### config.mk
export PLATFORM = sky130hd
export DESIGN_NAME = axi_id_squeezer
export DESIGN_NICKNAME = d
export VERILOG_FILES = /design/src/rtl/idsq_pkg.sv /design/src/rtl/idsq_slot.sv /design/src/rtl/idsq_pick.sv /design/src/rtl/axi_id_squeezer.sv
export SDC_FILE = /design/constraint.sdc
export NUM_CORES = 1
export LEC_CHECK = 0
export BUFFER_PORTS_ARGS = -buffer_cell sky130_fd_sc_hd__buf_4
export CORE_AREA = 8 8 170 172
export CTS_CLUSTER_SIZE = 10
export DETAILED_ROUTE_END_ITERATION = 8
export DIE_AREA = 0 0 178 180
export GPL_TIMING_DRIVEN = 0
export HOLD_SLACK_MARGIN = 0.02
export PLACE_DENSITY = 0.56
export SYNTH_ARGS = -nofsm -noshare
export SYNTH_HDL_FRONTEND = slang
export SYNTH_SLANG_ARGS = --single-unit
### constraint.sdc
create_clock -name clk -period 5.8 [get_ports clk]
set_input_delay 0.58 -clock clk [delete_from_list [all_inputs] [get_ports clk]]
set_output_delay 0.58 -clock clk [all_outputs]
set_load 0.02 [all_outputs]
### src/rtl/idsq_pkg.sv
package idsq_pkg;
  typedef enum logic {MODE_DYN = 1'b0, MODE_FIX = 1'b1} slot_mode_e;

  // Fabric-bridge IDs keep their own sideband value: top bit clear, low three bits zero.
  function automatic logic is_bridge_id(input logic [11:0] id);
    return (id[11] == 1'b0) && (id[2:0] == 3'b000);
  endfunction
endpackage

### src/rtl/idsq_slot.sv
module idsq_slot
  import idsq_pkg::*;
#(
  parameter int IN_W    = 12,
  parameter int PAGE_W  = 2,
  parameter int USER_W  = 5,
  parameter int CNT_W   = 4,
  parameter bit CAN_FIX = 1'b1,
  parameter bit RST_FIX = 1'b0,
  parameter logic [IN_W-1:0] RST_TAG = '0
) (
  input  logic              clk,
  input  logic              rst_n,
  input  logic              cfg_en,
  input  logic              cfg_fixed,
  input  logic [IN_W-1:0]   cfg_tag,
  input  logic [PAGE_W-1:0] cfg_page,
  input  logic [USER_W-1:0] cfg_user,
  input  logic              alloc,
  input  logic [IN_W-1:0]   alloc_id,
  input  logic              retire,
  output logic              is_fixed,
  output logic [IN_W-1:0]   tag,
  output logic [PAGE_W-1:0] page,
  output logic [USER_W-1:0] user,
  output logic [CNT_W-1:0]  count
);
  slot_mode_e mode_q;
  logic       cfg_ok;
  logic       dec;

  assign cfg_ok   = cfg_en && (CAN_FIX || !cfg_fixed);
  assign dec      = retire && (count != '0);
  assign is_fixed = (mode_q == MODE_FIX);

  always_ff @(posedge clk) begin
    if (!rst_n) begin
      mode_q <= RST_FIX ? MODE_FIX : MODE_DYN;
      tag    <= RST_TAG;
      page   <= '0;
      user   <= '0;
      count  <= '0;
    end else begin
      if (alloc && !is_fixed) tag <= alloc_id;
      if (cfg_ok) begin
        mode_q <= cfg_fixed ? MODE_FIX : MODE_DYN;
        page   <= cfg_page;
        user   <= cfg_user;
        if (cfg_fixed) tag <= cfg_tag;
      end
      if (alloc && !dec)      count <= count + 1'b1;
      else if (!alloc && dec) count <= count - 1'b1;
    end
  end
endmodule

### src/rtl/idsq_pick.sv
module idsq_pick #(
  parameter int IN_W      = 12,
  parameter int OUT_W     = 3,
  parameter int CNT_W     = 4,
  parameter int FIRST     = 2,
  parameter int FIX_LAST  = 6,
  localparam int NSLOT    = 1 << OUT_W
) (
  input  logic [IN_W-1:0]  req_id,
  input  logic             fixed_v [NSLOT],
  input  logic [IN_W-1:0]  tag_v   [NSLOT],
  input  logic [CNT_W-1:0] count_v [NSLOT],
  output logic             mapped,
  output logic [OUT_W-1:0] sel
);
  logic             fix_hit, bind_hit, free_hit;
  logic [OUT_W-1:0] fix_sel, bind_sel, free_sel;

  always_comb begin
    fix_hit  = 1'b0; fix_sel  = '0;
    bind_hit = 1'b0; bind_sel = '0;
    free_hit = 1'b0; free_sel = '0;
    for (int s = FIRST; s < NSLOT; s++) begin
      if (s <= FIX_LAST && fixed_v[s] && tag_v[s] == req_id && !fix_hit) begin
        fix_hit = 1'b1;
        fix_sel = OUT_W'(s);
      end
      if (!fixed_v[s] && count_v[s] != '0 && tag_v[s] == req_id && !bind_hit) begin
        bind_hit = 1'b1;
        bind_sel = OUT_W'(s);
      end
      if (!fixed_v[s] && count_v[s] == '0 && !free_hit) begin
        free_hit = 1'b1;
        free_sel = OUT_W'(s);
      end
    end
    if (fix_hit)       sel = fix_sel;
    else if (bind_hit) sel = bind_sel;
    else               sel = free_sel;
    mapped = (fix_hit || bind_hit || free_hit) && !(&count_v[sel]);
  end
endmodule

### src/rtl/axi_id_squeezer.sv
module axi_id_squeezer
  import idsq_pkg::*;
#(
  parameter int IN_W     = 12,
  parameter int OUT_W    = 3,
  parameter int ADDR_W   = 32,
  parameter int PAGE_W   = 2,
  parameter int USER_W   = 5,
  parameter int CNT_W    = 4,
  parameter int FIRST    = 2,
  parameter int FIX_LAST = 6,
  parameter int DBG_SLOT = 2,
  parameter logic [IN_W-1:0] DBG_ID = 12'h004
) (
  input  logic              clk,
  input  logic              rst_n,
  input  logic              req_valid,
  output logic              req_ready,
  input  logic [IN_W-1:0]   req_id,
  input  logic [ADDR_W-1:0] req_addr,
  input  logic [USER_W-1:0] req_user,
  output logic              out_valid,
  input  logic              out_ready,
  output logic [OUT_W-1:0]  out_id,
  output logic [ADDR_W-1:0] out_addr,
  output logic [USER_W-1:0] out_user,
  input  logic              done_valid,
  input  logic [OUT_W-1:0]  done_id,
  input  logic              cfg_we,
  input  logic [OUT_W-1:0]  cfg_slot,
  input  logic              cfg_fixed,
  input  logic [IN_W-1:0]   cfg_in_id,
  input  logic [PAGE_W-1:0] cfg_page,
  input  logic [USER_W-1:0] cfg_user,
  input  logic              cfg_dyn_we
);
  localparam int NSLOT = 1 << OUT_W;
  localparam int LOW_W = ADDR_W - PAGE_W;

  logic              fixed_v [NSLOT];
  logic [IN_W-1:0]   tag_v   [NSLOT];
  logic [PAGE_W-1:0] page_v  [NSLOT];
  logic [USER_W-1:0] user_v  [NSLOT];
  logic [CNT_W-1:0]  count_v [NSLOT];

  logic              mapped;
  logic [OUT_W-1:0]  sel;
  logic              accept;
  logic [PAGE_W-1:0] dyn_page;
  logic [USER_W-1:0] dyn_user;
  logic [PAGE_W-1:0] page_sel;
  logic [USER_W-1:0] user_sel;

  assign accept = req_valid && out_ready && mapped;

  always_ff @(posedge clk) begin
    if (!rst_n) begin
      dyn_page <= '0;
      dyn_user <= '0;
    end else if (cfg_dyn_we) begin
      dyn_page <= cfg_page;
      dyn_user <= cfg_user;
    end
  end

  for (genvar s = 0; s < NSLOT; s++) begin : g_slot
    if (s < FIRST) begin : g_resv
      assign fixed_v[s] = 1'b0;
      assign tag_v[s]   = '0;
      assign page_v[s]  = '0;
      assign user_v[s]  = '0;
      assign count_v[s] = '0;
    end else begin : g_live
      idsq_slot #(
        .IN_W    (IN_W),
        .PAGE_W  (PAGE_W),
        .USER_W  (USER_W),
        .CNT_W   (CNT_W),
        .CAN_FIX (s <= FIX_LAST),
        .RST_FIX (s == DBG_SLOT),
        .RST_TAG ((s == DBG_SLOT) ? DBG_ID : '0)
      ) u_slot (
        .clk      (clk),
        .rst_n    (rst_n),
        .cfg_en   (cfg_we && cfg_slot == OUT_W'(s)),
        .cfg_fixed(cfg_fixed),
        .cfg_tag  (cfg_in_id),
        .cfg_page (cfg_page),
        .cfg_user (cfg_user),
        .alloc    (accept && sel == OUT_W'(s)),
        .alloc_id (req_id),
        .retire   (done_valid && done_id == OUT_W'(s)),
        .is_fixed (fixed_v[s]),
        .tag      (tag_v[s]),
        .page     (page_v[s]),
        .user     (user_v[s]),
        .count    (count_v[s])
      );
    end
  end

  idsq_pick #(
    .IN_W    (IN_W),
    .OUT_W   (OUT_W),
    .CNT_W   (CNT_W),
    .FIRST   (FIRST),
    .FIX_LAST(FIX_LAST)
  ) u_pick (
    .req_id (req_id),
    .fixed_v(fixed_v),
    .tag_v  (tag_v),
    .count_v(count_v),
    .mapped (mapped),
    .sel    (sel)
  );

  always_comb begin
    page_sel = fixed_v[sel] ? page_v[sel] : dyn_page;
    user_sel = fixed_v[sel] ? user_v[sel] : dyn_user;
    if (is_bridge_id(req_id)) user_sel = req_user;
  end

  assign out_valid = req_valid && mapped;
  assign req_ready = out_ready && mapped;
  assign out_id    = sel;
  assign out_addr  = {page_sel, req_addr[LOW_W-1:0]};
  assign out_user  = user_sel;
endmodule

==> results.txt <==
- Area of the die: 32000 µm²
- Clk slew on worst S/H paths: about 0.070 ns
- Gates resized during post-CTS repair numbered 0.
* TritonCTS buffer count: 17
- IR Drop Worst-Case VDD: ~0.00027 V
- Initial antenna violation count: 0
* Fraction of layout cells with a size suffix above 1: 16.8%
- Number of pins with negative max-slew slack in the final report: 0
- H-tree depth: 4
- Startpoint class of the critical path: flop
* Summed instance area of the synthesized netlist: roughly 9000 µm²
* Routed wirelength normalized by instance count: between 15 and 20 µm
* Vias per inst: between 5 and 6
- Hold is met by 0.457 ns.
* Buffer depth of the longest clock path: 2
- Top cells by area in the synthesized netlist: sky130_fd_sc_hd__dfxtp_1 (33%), sky130_fd_sc_hd__mux2i_1 (11%), sky130_fd_sc_hd__o21ai_0 (5.4%), sky130_fd_sc_hd__nand2_1 (5.0%), sky130_fd_sc_hd__xor2_1 (4.6%)
- Final critical-path share of the clock period: between 80 and 90%
* Number of detailed-routing iterations run before antenna repair: 5
- Counting I/O delays and the setup requirement, the final critical path takes between 5 and 6 ns.
* Final clock skew: about 0.0096 ns
- During I/O placement, the number of pins put on the boundary was roughly 120.
- For this run, the leading register cell type out of synthesis is sky130_fd_sc_hd__dfxtp_1.
* Post-route DRC: 0
- For the final routed database, the setup TNS stands at 0 ns.
* Filler Cells Inserted: around 2700
- Area share of the leading cell type in the synthesized netlist: around 33%
- Cts-stage hold buffer count: 0
* Y dimension of the die: 180 µm
- Pwr per Cell Area: between 300 and 400 nW/µm²
- F_max: approximately 190 MHz
- For this run, the slowest stage of the critical path takes 0.88 ns.
- The floorplan has 60 rows.
- The wire-length estimate of the detail-placed layout is approximately 22000 µm.
- Post-CTS Setup Bufs: 0
* CP cell instances: nor4_1, nor2_1, and4_1, nor4_4, a32oi_1, a21oi_4, buf_6, mux2i_1, nor4_4, buf_4, ha_1, inv_1, ha_1, a21o_1, a21oi_1, xnor2_1, or3_1, a21boi_0
- Worst slew pin tran: 1.28 ns
* Data required time at the worst endpoint: 6.16 ns
- Each instance of the synthesized netlist takes up on average ~8.7 µm².
- When the netlist entered floorplanning its net count stood at 1148.
- Synthesis produced 1042 cells.
- Measured against its own limit, the worst slew margin works out to 13.8%.
* Run status: finished clean
- Pin count of the biggest net entering global routing: 17
* Leftover overflow at the end of global routing: 0
- Port buffering added 84 buffers.
* Number of flops mapped to enable cells by yosys: 0
- Setup violations remaining at the end of the flow were counted as 0.
- Insertion delay to the later sink of the worst-skew pair: 0.43 ns
- Max-cap violations in this run came to 0.
- In the synthesized netlist the async set-or-reset flop fraction comes to 0%.
- The cell sitting at the root of the clock tree is a sky130_fd_sc_hd__clkbuf_16.
- 0 antenna diodes ended up in the layout.
* Standard cell core area: 26400 µm²
* Top cells by count, synth: sky130_fd_sc_hd__dfxtp_1 (151), sky130_fd_sc_hd__nand2_1 (120), sky130_fd_sc_hd__mux2i_1 (99)
* Setup crit end kind: flop
- Once the floorplan was initialized, standard cells occupied about 34% of the core.
- Once placement completed, the tool counted placed cells totaling 1468.
- The first global-routing pass estimated ~45000 µm of wire.
- Setup repair after global routing left no endpoint under its margin.
- For this run, the register share of the synthesized area comes to 33.4%.
* CP max-delay cell: sky130_fd_sc_hd__nor4_1
- For the worst setup path, the data arrival time is 5.49 ns.
- Tot GR Track Use: between 10% and 20%
- The synthesized design contains 151 register bits.
* Synth area leader: sky130_fd_sc_hd__dfxtp_1
- The detailed router finished its first iteration with 400 violations.
- Number of antenna-violating nets in the routed design: 0
- sky130_fd_sc_hd__dfxtp_1 is the most common cell in the netlist.
* # clock sinks: around 150
- Relative to the synthesized area, the layout overhead comes to 18.5%.
* Vias: about 7900
- Excluding fillers, the count of instances in the completed layout stands at ~1500.
* TritonCTS clock tree: done
- Final-stage net count: approximately 1300
- Of all nets on the critical path, the largest fanout is 10.
- Ys Warns: 0
- The congestion estimate from routability-driven global placement came to 0.860.
- Wire length after detailed routing: between 20000 and 30000 µm
- By startpoint and endpoint, the worst setup path is classified as flop to flop.
* Number of failing hold endpoints at the final stage: 0
- The number of different library cells used by synthesis comes to 55.
- The number of global-route vias before repair is around 7800.
- In this run the static leakage power is ~4.0 nW.
- In this run the worst hold path is classified as flop to flop.
- Width of the die: 178 µm
[routing by layer]
| layer | routed length [µm] | track usage (%) |
|---|---|---|
| met1 | 13100 | 23.6 |
| met5 | 0 | 0 |
| met2 | 13000 | 28.2 |
| met3 | 1670 | 3.77 |
| met4 | 504 | 5.10 |
[registers in the layout (all words and copies together) (netlist names)]
| register | flops |
|---|---|
| g_slot.g_live.u_slot.tag | 72 |
| g_slot.g_live.u_slot.user | 30 |
| g_slot.g_live.u_slot.count | 24 |
| g_slot.g_live.u_slot.page | 12 |
| g_slot.g_live.u_slot.is_fixed | 6 |
| dyn_user | 5 |
| dyn_page | 2 |
[stage by stage]
stage | utilization [%] | instance area [µm²] | setup WS, ns | power (mW)
after floorplan | - | 9040 | 1.33 | 2.62
after global placement | 38.3 | 10100 | 0.446 | 3.13
after detailed placement | 38.4 | 10100 | 0.391 | 3.15
after CTS | 40.6 | 10700 | 0.681 | 4.29
after global routing | 40.7 | 10700 | 0.345 | 4.53
final | 40.7 | 10700 | 0.670 | 4.27
[path summary, 6_finish.rpt]
kind / startpoint / end / slack [ns] / cells after the start
max: g_slot[4].g_live.u_slot.count[0] / g_slot[7].g_live.u_slot.count[3] / 0.67 / 18
min: g_slot[7].g_live.u_slot.is_fixed / g_slot[7].g_live.u_slot.is_fixed / 0.46 / 2
max reg2reg: g_slot[4].g_live.u_slot.count[0] / g_slot[7].g_live.u_slot.count[3] / 0.67 / 18
min reg2reg: g_slot[7].g_live.u_slot.is_fixed / g_slot[7].g_live.u_slot.is_fixed / 0.46 / 2
[cell type report]
cell class,instances,area (µm²),area share (%)
multi-input combinational,787,5400,50.4
sequential,151,3020,28.2
timing repair buffer,86,647,6.04
buffer,94,582,5.43
tap,341,427,3.98
clock buffer,17,425,3.97
clock inverter,15,170,1.59
inverter,10,37.5,0.350
[logic make-up (layout without fill, tap and decap cells)]
group | Yosys count | after routing | synth area share (%)
AOI/OAI and AO/OA | 253 | 253 | 16.2
adders and majority gates | 24 | 24 | 3.82
DFF | 151 | 151 | 33.4
xor gates and xnor gates | 90 | 90 | 8.80
muxes | 100 | 100 | 11.1
and+or+nand+nor | 320 | 320 | 19.8
buffers and inverters | 104 | 222 | 6.85
[report_power, final]
part | internal, mW | switching [mW]
combinational | 0.793 | 1.10
clock | 0.645 | 0.497
sequential | 1.14 | 0.0943
total | 2.58 | 1.70
[cell usage in the layout (no fill, tap or decap), types with 26 or more instances in the layout]
cell                       netlist  routed
sky130_fd_sc_hd__nor4_1         30      30
sky130_fd_sc_hd__nor2b_1        26      26
sky130_fd_sc_hd__clkbuf_1       37      37
sky130_fd_sc_hd__xor2_1         48      48
sky130_fd_sc_hd__nand4_1        30      30
sky130_fd_sc_hd__dfxtp_1       151     151
sky130_fd_sc_hd__buf_4          43     127
sky130_fd_sc_hd__a21oi_1        78      78
sky130_fd_sc_hd__xnor2_1        41      41
sky130_fd_sc_hd__a21boi_0       45      45
sky130_fd_sc_hd__o21ai_0        98      98
sky130_fd_sc_hd__mux2i_1        99      99
sky130_fd_sc_hd__nand2_1       120     120
[worst max-delay path, delay by kind of cell, from the launching register on]
family	cells	cell delay [ns]
AND/OR/NAND/NOR	6	2.36
AO/OA/AOI/OAI	5	1.00
buffers and inverters	3	0.58
adder cells (fa/ha/maj)	2	0.47
flip-flops	1	0.37
multiplexers	1	0.17
XOR/XNOR	1	0.10
No activity file was read; power rests on OpenSTA's default activity.
